$ cat src/rtl/imm_alu_pkg.sv
package imm_alu_pkg;
  typedef enum logic [2:0] {
    OP_LOAD   = 3'd0,
    OP_ADD_S4 = 3'd1,
    OP_ADD_S8 = 3'd2,
    OP_SP_ADJ = 3'd3,
    OP_PC_REL = 3'd4,
    OP_SP_REL = 3'd5
  } op_e;

  typedef enum logic [1:0] {
    DST_RX = 2'd0,
    DST_RY = 2'd1,
    DST_SP = 2'd2
  } dest_e;
endpackage

$ cat src/rtl/imm_operand_gen.sv
module imm_operand_gen
  import imm_alu_pkg::*;
#(
  parameter int ADD_W      = 32,
  parameter int IMM_W      = 8,
  parameter int SIMM_W     = 4,
  parameter int SP_SHIFT   = 3,
  parameter int WORD_SHIFT = 2
) (
  input  logic [2:0]       op,
  input  logic [IMM_W-1:0] imm,
  input  logic [ADD_W-1:0] rx,
  input  logic [ADD_W-1:0] sp,
  input  logic [ADD_W-1:0] pc,
  output logic [ADD_W-1:0] base,
  output logic [ADD_W-1:0] addend,
  output dest_e            dest,
  output logic             legal
);
  localparam int SPAD = ADD_W - IMM_W - SP_SHIFT;
  localparam int WPAD = ADD_W - IMM_W - WORD_SHIFT;
  localparam logic [ADD_W-1:0] PC_LOW_MASK = ADD_W'((1 << WORD_SHIFT) - 1);

  logic [ADD_W-1:0] imm_zext, imm_s4, imm_s8, imm_sp, imm_word;

  always_comb begin
    imm_zext = {{(ADD_W-IMM_W){1'b0}}, imm};
    imm_s4   = {{(ADD_W-SIMM_W){imm[SIMM_W-1]}}, imm[SIMM_W-1:0]};
    imm_s8   = {{(ADD_W-IMM_W){imm[IMM_W-1]}}, imm};
    imm_sp   = {{SPAD{imm[IMM_W-1]}}, imm, {SP_SHIFT{1'b0}}};
    imm_word = {{WPAD{1'b0}}, imm, {WORD_SHIFT{1'b0}}};
  end

  always_comb begin
    base   = '0;
    addend = '0;
    dest   = DST_RX;
    legal  = 1'b1;
    case (op)
      OP_LOAD:   begin base = '0;                 addend = imm_zext; dest = DST_RX; end
      OP_ADD_S4: begin base = rx;                 addend = imm_s4;   dest = DST_RY; end
      OP_ADD_S8: begin base = rx;                 addend = imm_s8;   dest = DST_RX; end
      OP_SP_ADJ: begin base = sp;                 addend = imm_sp;   dest = DST_SP; end
      OP_PC_REL: begin base = pc & ~PC_LOW_MASK;  addend = imm_word; dest = DST_RX; end
      OP_SP_REL: begin base = sp;                 addend = imm_word; dest = DST_RX; end
      default:   legal = 1'b0;
    endcase
  end
endmodule

$ cat src/rtl/imm_adder.sv
module imm_adder #(
  parameter int ADD_W = 32,
  parameter int XLEN  = 64
) (
  input  logic [ADD_W-1:0] a,
  input  logic [ADD_W-1:0] b,
  input  logic             mode64,
  output logic [XLEN-1:0]  result
);
  logic [ADD_W-1:0] sum;
  assign sum = a + b;

  generate
    if (XLEN > ADD_W) begin : g_wide
      localparam int EXT = XLEN - ADD_W;
      always_comb
        result = mode64 ? {{EXT{sum[ADD_W-1]}}, sum} : {{EXT{1'b0}}, sum};
    end else begin : g_narrow
      logic unused_mode;
      assign unused_mode = mode64;
      assign result = sum;
    end
  endgenerate
endmodule

$ cat src/rtl/imm_alu_top.sv
module imm_alu_top
  import imm_alu_pkg::*;
#(
  parameter int ADD_W      = 32,
  parameter int XLEN       = 64,
  parameter int IMM_W      = 8,
  parameter int SIMM_W     = 4,
  parameter int SP_SHIFT   = 3,
  parameter int WORD_SHIFT = 2
) (
  input  logic             clk,
  input  logic             rst_n,
  input  logic             in_valid,
  output logic             in_ready,
  input  logic [2:0]       in_op,
  input  logic [IMM_W-1:0] in_imm,
  input  logic [ADD_W-1:0] in_rx,
  input  logic [ADD_W-1:0] in_sp,
  input  logic [ADD_W-1:0] in_pc,
  input  logic             mode64,
  output logic             out_valid,
  input  logic             out_ready,
  output logic [1:0]       out_dest,
  output logic [XLEN-1:0]  out_data
);
  logic [ADD_W-1:0] base, addend;
  dest_e            dest;
  logic             legal;
  logic [XLEN-1:0]  result;
  logic             fire;

  imm_operand_gen #(
    .ADD_W(ADD_W), .IMM_W(IMM_W), .SIMM_W(SIMM_W),
    .SP_SHIFT(SP_SHIFT), .WORD_SHIFT(WORD_SHIFT)
  ) u_opgen (
    .op(in_op), .imm(in_imm), .rx(in_rx), .sp(in_sp), .pc(in_pc),
    .base(base), .addend(addend), .dest(dest), .legal(legal)
  );

  imm_adder #(.ADD_W(ADD_W), .XLEN(XLEN)) u_add (
    .a(base), .b(addend), .mode64(mode64), .result(result)
  );

  assign in_ready = !out_valid || out_ready;
  assign fire     = in_valid && in_ready;

  always_ff @(posedge clk) begin
    if (!rst_n) begin
      out_valid <= 1'b0;
      out_dest  <= DST_RX;
      out_data  <= '0;
    end else if (in_ready) begin
      out_valid <= fire && legal;
      if (fire && legal) begin
        out_dest <= dest;
        out_data <= result;
      end
    end
  end

  p_hold_r9: assert property (@(posedge clk) disable iff (!rst_n)
    out_valid && !out_ready |=> out_valid && $stable(out_data) && $stable(out_dest));
  p_stall_ready_r9: assert property (@(posedge clk) disable iff (!rst_n)
    out_valid && !out_ready |-> !in_ready);
  p_accept_r9: assert property (@(posedge clk) disable iff (!rst_n)
    in_valid && in_ready && (in_op < 3'd6) |=> out_valid);
  p_illegal_r10: assert property (@(posedge clk) disable iff (!rst_n)
    in_valid && in_ready && (in_op >= 3'd6) |=> !out_valid);
  p_dest_code_r1: assert property (@(posedge clk) disable iff (!rst_n)
    out_valid |-> out_dest != 2'd3);
  p_ext_r8: assert property (@(posedge clk) disable iff (!rst_n)
    out_valid |-> (out_data[XLEN-1:ADD_W] == '0) ||
                  (out_data[XLEN-1:ADD_W] == '1 && out_data[ADD_W-1]));
endmodule

$ cat config.mk
export PLATFORM = sky130hd
export DESIGN_NAME = imm_alu_top
export DESIGN_NICKNAME = d
export VERILOG_FILES = /design/src/rtl/imm_alu_pkg.sv /design/src/rtl/imm_operand_gen.sv /design/src/rtl/imm_adder.sv /design/src/rtl/imm_alu_top.sv
export SDC_FILE = /design/constraint.sdc
export NUM_CORES = 1
export LEC_CHECK = 0
export ABC_AREA = 1
export ABC_CLOCK_PERIOD_IN_PS = 4500
export BUFFER_PORTS_ARGS = -buffer_cell sky130_fd_sc_hd__buf_2
export CAP_MARGIN = 30
export CORE_MARGIN = 10
export CORE_UTILIZATION = 50
export CTS_CLUSTER_DIAMETER = 150
export DETAILED_ROUTE_END_ITERATION = 7
export PLACE_DENSITY_LB_ADDON = 0.15
export SLEW_MARGIN = 20
export SYNTH_ARGS = -nofsm -noshare
export SYNTH_HDL_FRONTEND = slang
export SYNTH_HIERARCHICAL = 1
export SYNTH_SLANG_ARGS = --single-unit
$ cat constraint.sdc
create_clock -name clk -period 4.5 [get_ports clk]
set_clock_uncertainty 0.05 [all_clocks]
set_input_delay 0.225 -clock clk [delete_from_list [all_inputs] [get_ports clk]]
set_output_delay 0.225 -clock clk [all_outputs]
set_load 0.02 [all_outputs]
==> results of run 1 <==
[layout make-up]
type                            count  share of cell area [%]
Clock buffer                       15                    4.01
Clock inverter                      1                  0.0698
Inverter                          138                    7.24
Multi-Input combinational cell    790                    53.8
Sequential cell                    67                    18.7
Tap cell                          172                    3.00
Timing Repair Buffer              184                    13.2
[metal layers]
metal  wire length, um  vias up  share of wire (%)  GRT usage [%]
li1                  -     3600                  -              -
met1              8300     2852                 49           24.6
met2              7020      204                 41           28.0
met3              1490       16                8.7           5.94
met4               225        0                1.3           4.72
met5                 0        -                  0              0
[critical path: cells and delay by family]
| kind | cells | cell delay (ns) |
|---|---|---|
| compound gates | 2 | 0.40 |
| fa+ha+maj | 1 | 0.43 |
| buf+inv | 5 | 0.85 |
| simple gates | 13 | 1.72 |
[metrics by stage]
stage                     power [mW]  hold WS, ns  std cells
final                           2.17        0.187       1367
after global routing            2.33        0.200       1367
after CTS                       2.19        0.178       1366
after detailed placement        1.51        0.412       1350
after global placement          1.50        0.402       1350
after floorplan                 1.37        0.362       1096
[cells in the mapped netlist, drive strengths merged]
cell type,count
a21o,2
a21boi,1
dfxtp,67
fa,1
nand2,316
nor2,121
nand4,8
o21ai,11
buf,98
xnor2,3
nor3,8
a21oi,99
o21a,3
or2,1
clkbuf,3
ha,31
xor2,16
o21bai,4
nand3b,2
inv,138
and2,1
nand3,161
o211ai,1
[state kept, by name, indices dropped and copies added (netlist names)]
register	count
out_data	64
out_dest	2
out_valid	1
[power groups by stage]
| stage | logic [mW] | registers, mW | clock network [mW] |
|---|---|---|---|
| global placement | 0.816 | 0.686 | 0 |
| finish | 0.820 | 0.677 | 0.670 |
| detailed placement | 0.820 | 0.688 | 0 |
| global route | 0.938 | 0.682 | 0.708 |
| CTS | 0.823 | 0.677 | 0.686 |
| floorplan | 0.612 | 0.756 | 0 |
[kinds of logic (layout without fill, tap and decap cells)]
kind of cell | count (synthesis) | count (layout) | share of synthesized area, %
and+or+nand+nor | 618 | 618 | 40.5
buffers and inverters | 239 | 338 | 19.9
AOI/OAI and AO/OA | 121 | 121 | 9.99
DFF | 67 | 67 | 20.7
adders and majority gates | 32 | 32 | 6.29
xor gates and xnor gates | 19 | 19 | 2.57
[worst paths after layout]
path / startpoint / end / depth (start not counted)
setup / recovery: in_op[2] / out_data[34] / 21
hold / removal: in_valid / out_valid / 3
setup reg to reg: out_valid / out_data[19] / 5
hold reg to reg: out_data[36] / out_data[36] / 2
==> flow_metrics.env, run 1 <==
export IMPL_num_antenna_cells=0
export IMPL_vias=6672
export IMPL_gr_usage_all_layers_pct=18.5
export IMPL_switching_share_pct=36.4
export IMPL_power_frac_seq_pct=31.2
export IMPL_synth_seq_cells=67
export IMPL_clock_fmax_ghz=0.293
export IMPL_die_w_um=134
export IMPL_syn_nets=1240
export IMPL_holdCritPathClass="input port to register"
export IMPL_path_common_cell="nand2_1"
export IMPL_fin_nets=1334
export IMPL_rsz0062_at_grt="no"
export IMPL_cts_sinks=67
export IMPL_grt_pass1_vias=6074
export IMPL_insertion_delay_ns=0.32
export IMPL_setup_slack_ns=1.09
export IMPL_maxCapViolations=0
export IMPL_setup_viol=0
export IMPL_syn_area_per_cell_um2=5.92
export IMPL_cts_tree="built"
export IMPL_ctsLongestPathBuffers=2
export IMPL_p_int_mw=1.38
export IMPL_post_route_period_util_pct=75.8
export IMPL_multi_input_area_um2=3860
export IMPL_postCtsSetupBuffers=0
export IMPL_crit_chain="buf_2 > inv_1 > nand4_1 > nand2_1 > inv_1 > nand2_1 > ha_1 > a21oi_1 > nand2_1 > a21oi_2 > nand2_2 > nand2_2 > nand2_1 > nand2_1 > nand2_2 > nor2_2 > buf_4 > inv_1 > nand3_1 > nand2_1 > nor2_1"
export IMPL_syn_cell_area_um2=6490
export IMPL_chipHeight_um=134
export IMPL_dr_pass1_iters=5
export IMPL_port_buffers=177
export IMPL_mostFrequentLayoutCell="nand2_1"
export IMPL_synth_top_cell_by_area="dfxtp_1"
export IMPL_cp_max_fo=32
export IMPL_antenna_found_initial=0
export IMPL_num_rows=41
export IMPL_via_per_inst=4.88
export IMPL_yosysSeqAreaShare_pct=20.7
export IMPL_grt_pass1_wl_um=28400
export IMPL_synthTopCellsByArea="dfxtp_1 21%, nand2_1 17%, nand3_1 12%"
export IMPL_fill_cells=1379
export IMPL_critPathLaunchType="input port"
export IMPL_io_pins=180
export IMPL_post_dp_cell_area_um2=6860
export IMPL_hpwl_um=13400
export IMPL_postRouteAntennaNets=0
export IMPL_wl_per_cell_um=12.5
export IMPL_drive_above_1_share_pct=18.9
export IMPL_slowest_delay_ns=0.54
export IMPL_critPathCaptureType="register"
export IMPL_slew_violations=0
export IMPL_start_util_pct=51.2
export IMPL_synth_top_area_share_pct=20.7
export IMPL_pre_cts_ws_ns=0.779
export IMPL_arrival_ns=3.62
export IMPL_cts_made_buffers=9
export IMPL_dr_first_iter_drc_count=362
export IMPL_cts_reportedPaths_clkPinSlew_ns=0.05
export IMPL_finish_utilization_pct=56.6
export IMPL_fin_area_um2=7170
export IMPL_cts_hold_buf=0
export IMPL_fp_dieArea_um2=17900
export IMPL_worstSetupPathType="input port to register"
export IMPL_tns_ns=0
export IMPL_powerDensity_nw_per_um2=302
export IMPL_max_slew_worst_pin_slew_ns=0.826
export IMPL_routed_wl_um=17000
export IMPL_globalRouteOverflowTotal=0
export IMPL_place_gp_congestion=0.913
export IMPL_clockPowerShare_pct=30.9
export IMPL_h_tree_depth=3
export IMPL_slew_headroom_pct=44.9
export IMPL_regArea_um2=1340
export IMPL_area_growth_pct=10.6
export IMPL_period_needed_ns=3.41
export IMPL_cts_resized_gates=0
export IMPL_coreArea_um2=12700
export IMPL_ys_warnings_count=6
export IMPL_synth_cells=1096
export IMPL_ys_types=32
export IMPL_power_frac_comb_pct=37.9
export IMPL_switching_power_mw=0.790
export IMPL_r2r_slack_ns=2.50
export IMPL_final_cell_mix="301 x nand2_1, 177 x buf_2, 161 x nand3_1"
export IMPL_critPathRequiredTime_ns=4.71
export IMPL_outcome="complete, no violations"
export IMPL_drc=0
export IMPL_leakagePower_nw=4.06
export IMPL_ir_drop_mv=0.145
export IMPL_crit_slowest_cell="nand2_1"
export IMPL_grt_max_degree=87
export IMPL_root_buffer="clkbuf_16"
export IMPL_finalHoldViolCount=0
Power figures use the tool's default switching activity.
==> run 2, diff against run 1 <==
Settings changed: ABC_CLOCK_PERIOD_IN_PS 4500 to 3200.
Clock period 4.5 ns to 3.2 ns, I/O delays scaled along.
==> run 2 against run 1 <==
Register-to-register slack got worse by 0.89 ns. Cell count is 0.66% higher. Clock-buffer cell count is 5 lower. Wire length up 1.2%. Utilization grew 1.8 points. Largest power group unchanged. Largest cell class unchanged. Sequential share of layout area fell by 0.58 points. Power up 51%. Worst setup slack worse by 0.67 ns. Worst hold slack worse by 0.080 ns. Critical path depth up 1.
==> flow_metrics.env, run 2 (synthesis gave the netlist of run 1 again) <==
export IMPL_antenna_found_initial=0
export IMPL_grt_max_degree=97
export IMPL_h_tree_depth=3
export IMPL_dr_first_iter_drc_count=318
export IMPL_cts_made_buffers=9
export IMPL_ctsLongestPathBuffers=2
export IMPL_insertion_delay_ns=0.33
export IMPL_port_buffers=177
export IMPL_holdWs_ns=0.107
export IMPL_die_w_um=134
export IMPL_critPathLaunchType="input port"
export IMPL_postRouteAntennaNets=0
export IMPL_regArea_um2=1340
export IMPL_via_per_inst=4.86
export IMPL_leakagePower_nw=4.16
export IMPL_reg2reg_from="out_valid"
export IMPL_worstSetupPathType="input port to register"
export IMPL_cts_sinks=67
export IMPL_hpwl_um=13600
export IMPL_critPathRequiredTime_ns=3.42
export IMPL_critPathCaptureType="register"
export IMPL_min_delay_path_depth=3
export IMPL_post_route_period_util_pct=86.8
export IMPL_setup_viol=0
export IMPL_grt_pass1_wl_um=29100
export IMPL_cp_max_fo=32
export IMPL_path_common_cell="nand2_1"
export IMPL_coreArea_um2=12700
export IMPL_area_growth_pct=14.1
export IMPL_place_gp_congestion=0.898
export IMPL_postCtsSetupBuffers=0
export IMPL_grt_pass1_vias=6245
export IMPL_outcome="complete, no violations"
export IMPL_fp_dieArea_um2=17900
export IMPL_finalHoldViolCount=0
export IMPL_routed_wl_um=17200
export IMPL_mostFrequentLayoutCell="nand2_1"
export IMPL_tns_ns=0
export IMPL_rr_worst_depth=6
export IMPL_period_needed_ns=2.78
export IMPL_cts_resized_gates=0
export IMPL_globalRouteOverflowTotal=0
export IMPL_slew_violations=0
export IMPL_arrival_ns=3.00
export IMPL_r2r_slack_ns=1.61
export IMPL_r2r_end="out_data[49]"
export IMPL_maxCapViolations=0
export IMPL_slowest_delay_ns=0.30
export IMPL_vias=6684
export IMPL_critical_path_startpoint="in_op[2]"
export IMPL_num_antenna_cells=0
export IMPL_cts_reportedPaths_clkPinSlew_ns=0.06
export IMPL_final_cell_mix="301 x nand2_1, 177 x buf_2, 161 x nand3_1"
export IMPL_regMostFlops="out_data"
export IMPL_powerDensity_nw_per_um2=442
export IMPL_num_rows=41
export IMPL_drive_above_1_share_pct=19.7
export IMPL_root_buffer="clkbuf_16"
export IMPL_ir_drop_mv=0.282
export IMPL_gr_usage_all_layers_pct=18.9
export IMPL_hp_start="in_valid"
export IMPL_clock_fmax_ghz=0.360
export IMPL_dr_pass1_iters=5
export IMPL_io_pins=180
export IMPL_crit_family="simple AND/OR/NAND/NOR gates"
export IMPL_slew_headroom_pct=53.6
export IMPL_holdCritPathClass="input port to register"
export IMPL_rsz0062_at_grt="no"
export IMPL_wl_per_cell_um=12.5
export IMPL_largest_reg_flops=64
export IMPL_hold_end="out_valid"
export IMPL_multi_input_area_um2=3860
export IMPL_fin_nets=1343
export IMPL_max_slew_worst_pin_slew_ns=0.696
export IMPL_timing_critical_path_buf_inv=6
export IMPL_drc=0
export IMPL_fill_cells=1344
export IMPL_chipHeight_um=134
export IMPL_cts_tree="built"
export IMPL_start_util_pct=51.2
export IMPL_reg_largest_list="out_data x64, out_dest x2, out_valid x1"
export IMPL_crit_chain="buf_2 > inv_1 > nand3_1 > nand2_2 > buf_12 > nand2_1 > nand3_1 > ha_1 > nand2_1 > inv_1 > a21oi_1 > nand2_1 > a21oi_1 > nand2_1 > nand2_1 > nand2_2 > nor2_4 > buf_12 > inv_1 > nand3_1 > nand2_1 > nor2_1"
export IMPL_cts_hold_buf=0
export IMPL_crit_slowest_cell="ha_1"
[run 2: final cells by class]
type                            count  area share, %
Clock inverter                      6           1.52
Timing Repair Buffer              193           15.0
Tap cell                          172           2.91
Multi-Input combinational cell    790           52.2
Inverter                          138           7.01
Clock buffer                       10           3.23
Sequential cell                    67           18.1
[run 2: worst register-to-register path: cells and delay by family (launching register included)]
kind,cells,cell delay [ns]
buffers and inverters,2,0.63
and+or+nand+nor,4,0.45
DFF,1,0.34
[run 2: how the worst max path moves through the flow]
| stage | to | depth (start not counted) |
|---|---|---|
| 2_1_floorplan | out_data[33] | 21 |
| 3_3_place_gp | out_data[34] | 22 |
| 3_5_place_dp | out_data[54] | 22 |
| 4_1_cts | out_data[54] | 22 |
| 5_1_grt | out_data[53] | 24 |
| 6_report | out_data[61] | 22 |
[run 2: metal layers]
layer	global-route usage, %	part of all wire [%]
met5	0	0
met1	25.8	48
met2	28.1	42
met3	5.64	8.7
met4	5.08	1.3
[run 2: per-stage QoR]
step	area [um^2]	instances	utilization, %	setup WS (ns)	power, mW
floorplan	6490	1096	-	0.0475	1.93
global placement	7000	1358	55.3	0.128	2.14
detailed placement	7020	1359	55.4	0.0795	2.15
CTS	7370	1375	58.2	0.415	3.30
global route	7400	1376	58.4	0.0626	3.52
finish	7400	1376	58.4	0.423	3.27
[run 2: power breakdown]
part | leakage, nW | internal, mW | switching (mW)
clock network | 0.161 | 0.781 | 0.356
registers | 0.554 | 0.914 | 0.0364
logic | 3.44 | 0.443 | 0.745
total | 4.16 | 2.14 | 1.14
